`src/rtl/ser7_pkg.sv`:
```
package ser7_pkg;

  // Default lane geometry.
  localparam int unsigned LANE_CNT = 4;
  localparam int unsigned SLOT_CNT = 7;
  localparam int unsigned WORD_W   = LANE_CNT * SLOT_CNT;

  // Frame-clock shape, slot 0 in the MSB.
  localparam logic [SLOT_CNT-1:0] FCLK_FRAME = 7'b1100011;

endpackage

```
`src/rtl/ser7_rise_det.sv`:
```
module ser7_rise_det (
  input  logic clk,
  input  logic rst,
  input  logic wclk,
  output logic rise
);

  logic wclk_q;

  // Reset to 1 so that a word clock that is already high at reset release is not taken as an edge.
  always_ff @(posedge clk) begin
    if (rst) wclk_q <= 1'b1;
    else     wclk_q <= wclk;
  end

  assign rise = wclk & ~wclk_q & ~rst;

  // two detected rises never arrive back to back.
  a_r1_single_rise: assert property (@(posedge clk) disable iff (rst)
    rise |=> !rise);

endmodule

```
`src/rtl/ser7_frame_ctrl.sv`:
```
module ser7_frame_ctrl (
  input  logic clk,
  input  logic rst,
  input  logic pdown_n,
  input  logic rise,
  output logic load,
  output logic clr,
  output logic oe_q
);

  assign load = rise & pdown_n;
  assign clr  = ~pdown_n;

  always_ff @(posedge clk) begin
    if (rst)           oe_q <= 1'b0;
    else if (!pdown_n) oe_q <= 1'b0;
    else if (rise)     oe_q <= 1'b1;
  end

  // power-down drops the enable at the next edge.
  a_r5_oe_drops: assert property (@(posedge clk) disable iff (rst)
    !pdown_n |=> !oe_q);

  // the enable comes back only at a frame boundary.
  a_r6_oe_at_boundary: assert property (@(posedge clk) disable iff (rst)
    $rose(oe_q) |-> $past(rise));

  // once running and powered, the enable stays high.
  a_r4_oe_persists: assert property (@(posedge clk) disable iff (rst)
    (oe_q && pdown_n) |=> oe_q);

endmodule

```
`src/rtl/ser7_lane_shifter.sv`:
```
module ser7_lane_shifter #(
  parameter int unsigned W = 7
) (
  input  logic         clk,
  input  logic         rst,
  input  logic         clr,
  input  logic         load,
  input  logic [W-1:0] load_val,
  output logic         sout
);

  logic [W-1:0] sreg;

  // Most significant bit leaves first; zeros fill in behind the frame.
  always_ff @(posedge clk) begin
    if (rst || clr) sreg <= '0;
    else if (load)  sreg <= load_val;
    else            sreg <= sreg << 1;
  end

  assign sout = sreg[W-1];

  // a load puts its first slot on the lane at the next edge.
  a_r2_load_first_slot: assert property (@(posedge clk) disable iff (rst)
    (load && !clr) |=> (sout == $past(load_val[W-1])));

  // clearing silences the lane.
  a_r5_clear_silent: assert property (@(posedge clk) disable iff (rst)
    clr |=> (sout == 1'b0));

endmodule

```
`src/rtl/ser7_lane_tx.sv`:
```
module ser7_lane_tx #(
  parameter int unsigned P_LANES = ser7_pkg::LANE_CNT,
  parameter int unsigned P_SLOTS = ser7_pkg::SLOT_CNT,
  parameter logic [P_SLOTS-1:0] P_FCLK = ser7_pkg::FCLK_FRAME,
  localparam int unsigned P_WORD = P_LANES * P_SLOTS
) (
  input  logic               bit_clk,
  input  logic               rst,
  input  logic               word_clk,
  input  logic               pdown_n,
  input  logic [P_WORD-1:0]  tx_word,
  output logic [P_LANES-1:0] lane_dat,
  output logic               lane_fclk,
  output logic               lane_oe
);

  logic              rise;
  logic              load;
  logic              clr;
  logic [P_WORD-1:0] hold_q;

  ser7_rise_det u_rise (
    .clk  (bit_clk),
    .rst  (rst),
    .wclk (word_clk),
    .rise (rise)
  );

  ser7_frame_ctrl u_ctrl (
    .clk     (bit_clk),
    .rst     (rst),
    .pdown_n (pdown_n),
    .rise    (rise),
    .load    (load),
    .clr     (clr),
    .oe_q    (lane_oe)
  );

  // The word waits here for one word period, and keeps being captured while powered down.
  always_ff @(posedge bit_clk) begin
    if (rst)       hold_q <= '0;
    else if (rise) hold_q <= tx_word;
  end

  // capture takes the word present at the detected rise.
  a_r2_word_capture: assert property (@(posedge bit_clk) disable iff (rst)
    rise |=> (hold_q == $past(tx_word)));

  for (genvar k = 0; k < P_LANES; k++) begin : g_lane
    ser7_lane_shifter #(.W(P_SLOTS)) u_sh (
      .clk      (bit_clk),
      .rst      (rst),
      .clr      (clr),
      .load     (load),
      .load_val (hold_q[k*P_SLOTS +: P_SLOTS]),
      .sout     (lane_dat[k])
    );
  end

  ser7_lane_shifter #(.W(P_SLOTS)) u_fclk (
    .clk      (bit_clk),
    .rst      (rst),
    .clr      (clr),
    .load     (load),
    .load_val (P_FCLK),
    .sout     (lane_fclk)
  );

endmodule

```
`config.mk`:
```
export PLATFORM = sky130hd
export DESIGN_NAME = ser7_lane_tx
export DESIGN_NICKNAME = d
export VERILOG_FILES = /design/src/rtl/ser7_pkg.sv /design/src/rtl/ser7_rise_det.sv /design/src/rtl/ser7_frame_ctrl.sv /design/src/rtl/ser7_lane_shifter.sv /design/src/rtl/ser7_lane_tx.sv
export SDC_FILE = /design/constraint.sdc
export NUM_CORES = 1
export LEC_CHECK = 0
export ABC_AREA = 1
export BUFFER_PORTS_ARGS = -buffer_cell sky130_fd_sc_hd__buf_2
export CAP_MARGIN = 20
export CORE_MARGIN = 5
export CORE_UTILIZATION = 31
export CTS_BUF_LIST = sky130_fd_sc_hd__clkbuf_4 sky130_fd_sc_hd__clkbuf_8
export DETAILED_ROUTE_END_ITERATION = 8
export PLACE_DENSITY = 0.45
export SYNTH_ARGS = -nofsm -noshare
export SYNTH_HDL_FRONTEND = slang
export SYNTH_SLANG_ARGS = --single-unit
export TNS_END_PERCENT = 100
```
`constraint.sdc`:
```
create_clock -name bit_clk -period 1.2 [get_ports bit_clk]
set_input_delay 0.24 -clock bit_clk [delete_from_list [all_inputs] [get_ports bit_clk]]
set_output_delay 0.24 -clock bit_clk [all_outputs]
set_load 0.1 [all_outputs]
```
Word level (Yosys, flattened, before mapping)
Index checks and enable logic that the tools add are counted.
{ "op_classes": {"muxes": 5, "n_bitwise": 7, "n_reduce_logical": 4} }
{ "ops": {"columns": ["op", "n"], "rows": [
  ["7-bit 2-to-1 mux", 5],
  ["2-bit OR reduction", 3],
  ["1-bit NOT", 4],
  ["1-bit AND", 3],
  ["1-bit logical OR", 1]
]} }
{ "totals": {"regBits": 65, "input_bits": 32, "out_inout_bits": 6} }

Depth between registers and ports, before layout
{ "logic_depth": {"depth_word": 6, "depth_mapped": 8, "mapped_depth_nobuf": 7} }

Hierarchy
A second synthesis with hierarchy kept.
{ "unflattened": {"cells_unflattened": 397, "hier_area_um2": 2737.6} }
{ "by_module_without_submodules": {"columns": ["module", "instances", "cells_per_inst", "area_each_um2", "seq_area_each_um2"], "rows": [
  ["ser7_lane_shifter", 5, 41, 286.5, 140.1],
  ["ser7_lane_tx", 1, 179, 1218.7, 560.5],
  ["ser7_frame_ctrl", 1, 8, 46.3, 20.0],
  ["ser7_rise_det", 1, 5, 40.0, 20.0]
]} }

Least setup slack after synthesis
Ideal clock, no wire load.
{ "synth_path": {"kind": "reg2reg", "startpoint": "reg u_ctrl.oe_q (netlist name)", "endpoint": "reg u_ctrl.oe_q", "setup_time_ns": 0.070, "arrival_time_ns": 1.156, "t_required_ns": 1.130, "path_slack_ns": -0.026, "stages_incl_launch_ff": 3, "path_buffers": 0, "cell_sequence": "dfxtp_1 inv_1 a21oi_1"} }
{ "synth_rtl": {"columns": ["element", "line", "text"], "rows": [
  ["end signal: assignment", "ser7_frame_ctrl.sv:15", "if (rst) oe_q <= 1'b0;"],
  ["end signal: assignment", "ser7_frame_ctrl.sv:16", "else if (!pdown_n) oe_q <= 1'b0;"],
  ["end signal: assignment", "ser7_frame_ctrl.sv:17", "else if (rise) oe_q <= 1'b1;"],
  ["end: declaration", "ser7_frame_ctrl.sv:8", "output logic oe_q"]
]} }

Worst setup path in the final report
{ "layout_path": {"startpoint": "reg g_lane[1].u_sh.sreg[6]", "endpoint": "out lane_dat[1]"} }
{ "layout_rtl": {"columns": ["element", "line", "text"], "rows": [
  ["start: declaration", "ser7_lane_shifter.sv:12", "logic [W-1:0] sreg;"],
  ["start signal: assignment", "ser7_lane_shifter.sv:17", "else if (load) sreg <= load_val;"],
  ["start signal: assignment", "ser7_lane_shifter.sv:18", "else sreg <= sreg << 1;"],
  ["end: declaration", "ser7_lane_tx.sv:12", "output logic [P_LANES-1:0] lane_dat,"]
]} }
No word-level cell between the ends.

==> flow_summary.yaml <==
run_status:
  status: "completed"
setup_path:
  cp_slowest_cell: "sky130_fd_sc_hd__dfxtp_1"
  worstPathMaxFanout: 1
  critical_path_buf_inv_count: 1
  timing.critical_path.required_ns: 0.96
  timing.critical_path.to_type: "primary output"
  critical_path.cell_chain: "buf_12"
  startpoint_type: "flop"
  worstSetupPathType: "flop to primary output"
  critPathArrivalTime_ns: 0.88
  crit_family: "flip-flops"
  timing.critical_path.slowest_cell_delay_ns: 0.36
route:
  drt-wirelength-per-cell_um: 10.0
  residual_drc_count: 0
  routed-via-count: 1897
  dr.first_iter.drc_count: 71
  drt-vias-per-instance: 4.05
  final_antenna_net_count: 0
  postRouteWirelength_um: 4690
  detailedRoute.firstPassIterationCount: 4
power:
  clock_power_share_pct: 42.9
  seq_power_share_pct: 51.2
  switching_share_pct: 23.0
  ir_worst_vdd_mv: 0.556
  switchingPower_mw: 1.00
  power_density_nw_per_um2: 1450
  post_layout_total_power_mw: 4.34
  combPwrFrac_pct: 6.0
  cellLeakagePower_nw: 1.51
  cellInternalPower_mw: 3.34
global_route:
  antenna_found_initial: 0
  first_global_vias: 1947
  globalRouteOverflowTotal: 0
  grt_usage_pct: 11.2
  grt_first_pass_wirelength_um: 8530
  grt_start_max_net_pins: 42
layout:
  n_antenna_cell: 0
  area.growth.synth_to_final_pct: 25.5
  post_layout_net_count: 393
  post-route-cell-area_um2: 3000
  fill_cells: 812
  layoutNonFillerInstCount: 468
  drive_gt1_share_pct: 19.1
  finish.utilization_pct: 39.5
clocking:
  cts_buffer_depth: 2
  cts-hold-fix-buffers: 0
  root_buffer: "sky130_fd_sc_hd__clkbuf_8"
  postCtsSetupRepairBufs: 0
  cts_buffers: 9
  cts_repair_resize_count: 0
  cts.htree.levels: 3
  numClockSinks: 65
  clkTransAtPathRegs_ns: 0.07
  cts_tree: "built"
  insertion_delay_ns: 0.34
timing:
  post_route_worst_hold_slack_ns: 0.121
  report.final.slew_viol_count: 0
  rsz0062_at_grt: "false"
  timing.clock.skew_ns: 0.00589
  layout_worst_path_cycle_share_pct: 93.0
  fmax_mhz: 896
  timing.final.crit_period_ns: 1.12
  final-hold-violation-count: 0
  setup_viol_count_final: 0
  slew-limit-headroom_pct: 85.1
  finalSetupTns_ns: 0
  layout_setup_ws_ns: 0.0844
  max_slew.worst_pin.slew_ns: 0.223
synthesis:
  synth_async_sr_flop_share_pct: 0
  area_leader_netlist: "sky130_fd_sc_hd__dfxtp_1"
  synth.distinct_cells: 15
  synth.cell_area_um2: 2390
  synth_area_leaders: "sky130_fd_sc_hd__dfxtp_1, sky130_fd_sc_hd__inv_1, sky130_fd_sc_hd__nand2_1"
  synth.net_count: 355
  synth_seq_area_share_pct: 54.4
  netlist_instances: 323
  postSynthAreaPerCell_um2: 7.41
  number_of_enable_flip_flop_cells_after_synthesis: 0
  ys_seq_elements: 65
  synth_top_cells_by_count: "sky130_fd_sc_hd__inv_1, sky130_fd_sc_hd__dfxtp_1, sky130_fd_sc_hd__nand2_1"
  yosys_most_used_dff: "sky130_fd_sc_hd__dfxtp_1"
  yosysMostFrequentCell: "sky130_fd_sc_hd__inv_1"
  synthDominantCellAreaShare_pct: 54.4
  synth.yosys.warnings: 0
place:
  dpl-instance-area_um2: 2800
  routability_congestion_estimate_from_global_placement: 0.696
  port_buffer_cells: 37
  dpl_worst_slack_ns: 0.100
  hpwl_um: 3150
  dp_cells: 452
die:
  top_level_ports: 38
  placementRows: 32
  floorplan.core_area_um2: 7610
  die_area_um2: 9580
  die_w_um: 97.9
  dieHeight_um: 97.9
  floorplan.initialDensity_pct: 31.5
hold_path:
  hold_path_class: "input port to flop"
flow_run:
  max-cap-violations: 0
metal layers:
layer,wire [um],track usage (%),vias up
met2,2130,17.9,29
met4,91,6.39,0
li1,-,-,1029
met3,204,3.86,11
met1,2270,13.1,828
met5,0,0,-
layout by cell type, fill, tap and decap left out, drive strengths merged, types with 8 or more instances in the layout:
| master | count |
|---|---|
| o21ai | 28 |
| inv | 69 |
| dfxtp | 65 |
| nand3 | 26 |
| a21oi | 8 |
| nand2 | 62 |
| nor2 | 43 |
| clkbuf | 11 |
| buf | 47 |
logic make-up (layout without fill, tap and decap cells):
| group | Yosys count | after routing | share of synthesized area, % |
|---|---|---|---|
| flip-flops | 65 | 65 | 54.4 |
| buffers and inverters | 89 | 132 | 15.5 |
| AND/OR/NAND/NOR | 133 | 133 | 22.6 |
| AO/OA/AOI/OAI | 36 | 36 | 7.53 |
worst paths after layout:
check / to / cells past startpoint / slack [ns] / from
worst max-delay path: lane_dat[1] / 1 / 0.08 / g_lane[1].u_sh.sreg[6]
worst min-delay path: u_rise.wclk_q / 2 / 0.12 / rst
worst max register to register: hold_q[7] / 5 / 0.14 / u_rise.wclk_q
worst min register to register: u_fclk.sreg[3] / 2 / 0.41 / u_fclk.sreg[2]
power by group through the flow:
| stage | combinational (mW) | clock [mW] | sequential (mW) |
|---|---|---|---|
| 3_3_place_gp | 0.264 | 0 | 2.27 |
| 3_5_place_dp | 0.264 | 0 | 2.27 |
| 2_1_floorplan | 0.143 | 0 | 2.27 |
| 6_report | 0.258 | 1.86 | 2.22 |
| 5_1_grt | 0.296 | 2.02 | 2.23 |
| 4_1_cts | 0.264 | 1.94 | 2.22 |
registers in the layout, summed over array words and instances (netlist names):
register	flops
g_lane.u_sh.sreg	28
hold_q	28
u_ctrl.oe_q	1
u_fclk.sreg	7
u_rise.wclk_q	1
cell type report:
cell class | instances | area [um^2] | area share (%)
clock buffer | 11 | 145 | 4.83
clock inverter | 5 | 55.1 | 1.83
tap | 102 | 128 | 4.25
timing repair buffer | 47 | 388 | 12.9
sequential | 65 | 1300 | 43.4
multi-input combinational | 169 | 727 | 24.2
inverter | 69 | 259 | 8.62
No activity file was read; power rests on OpenSTA's default activity.
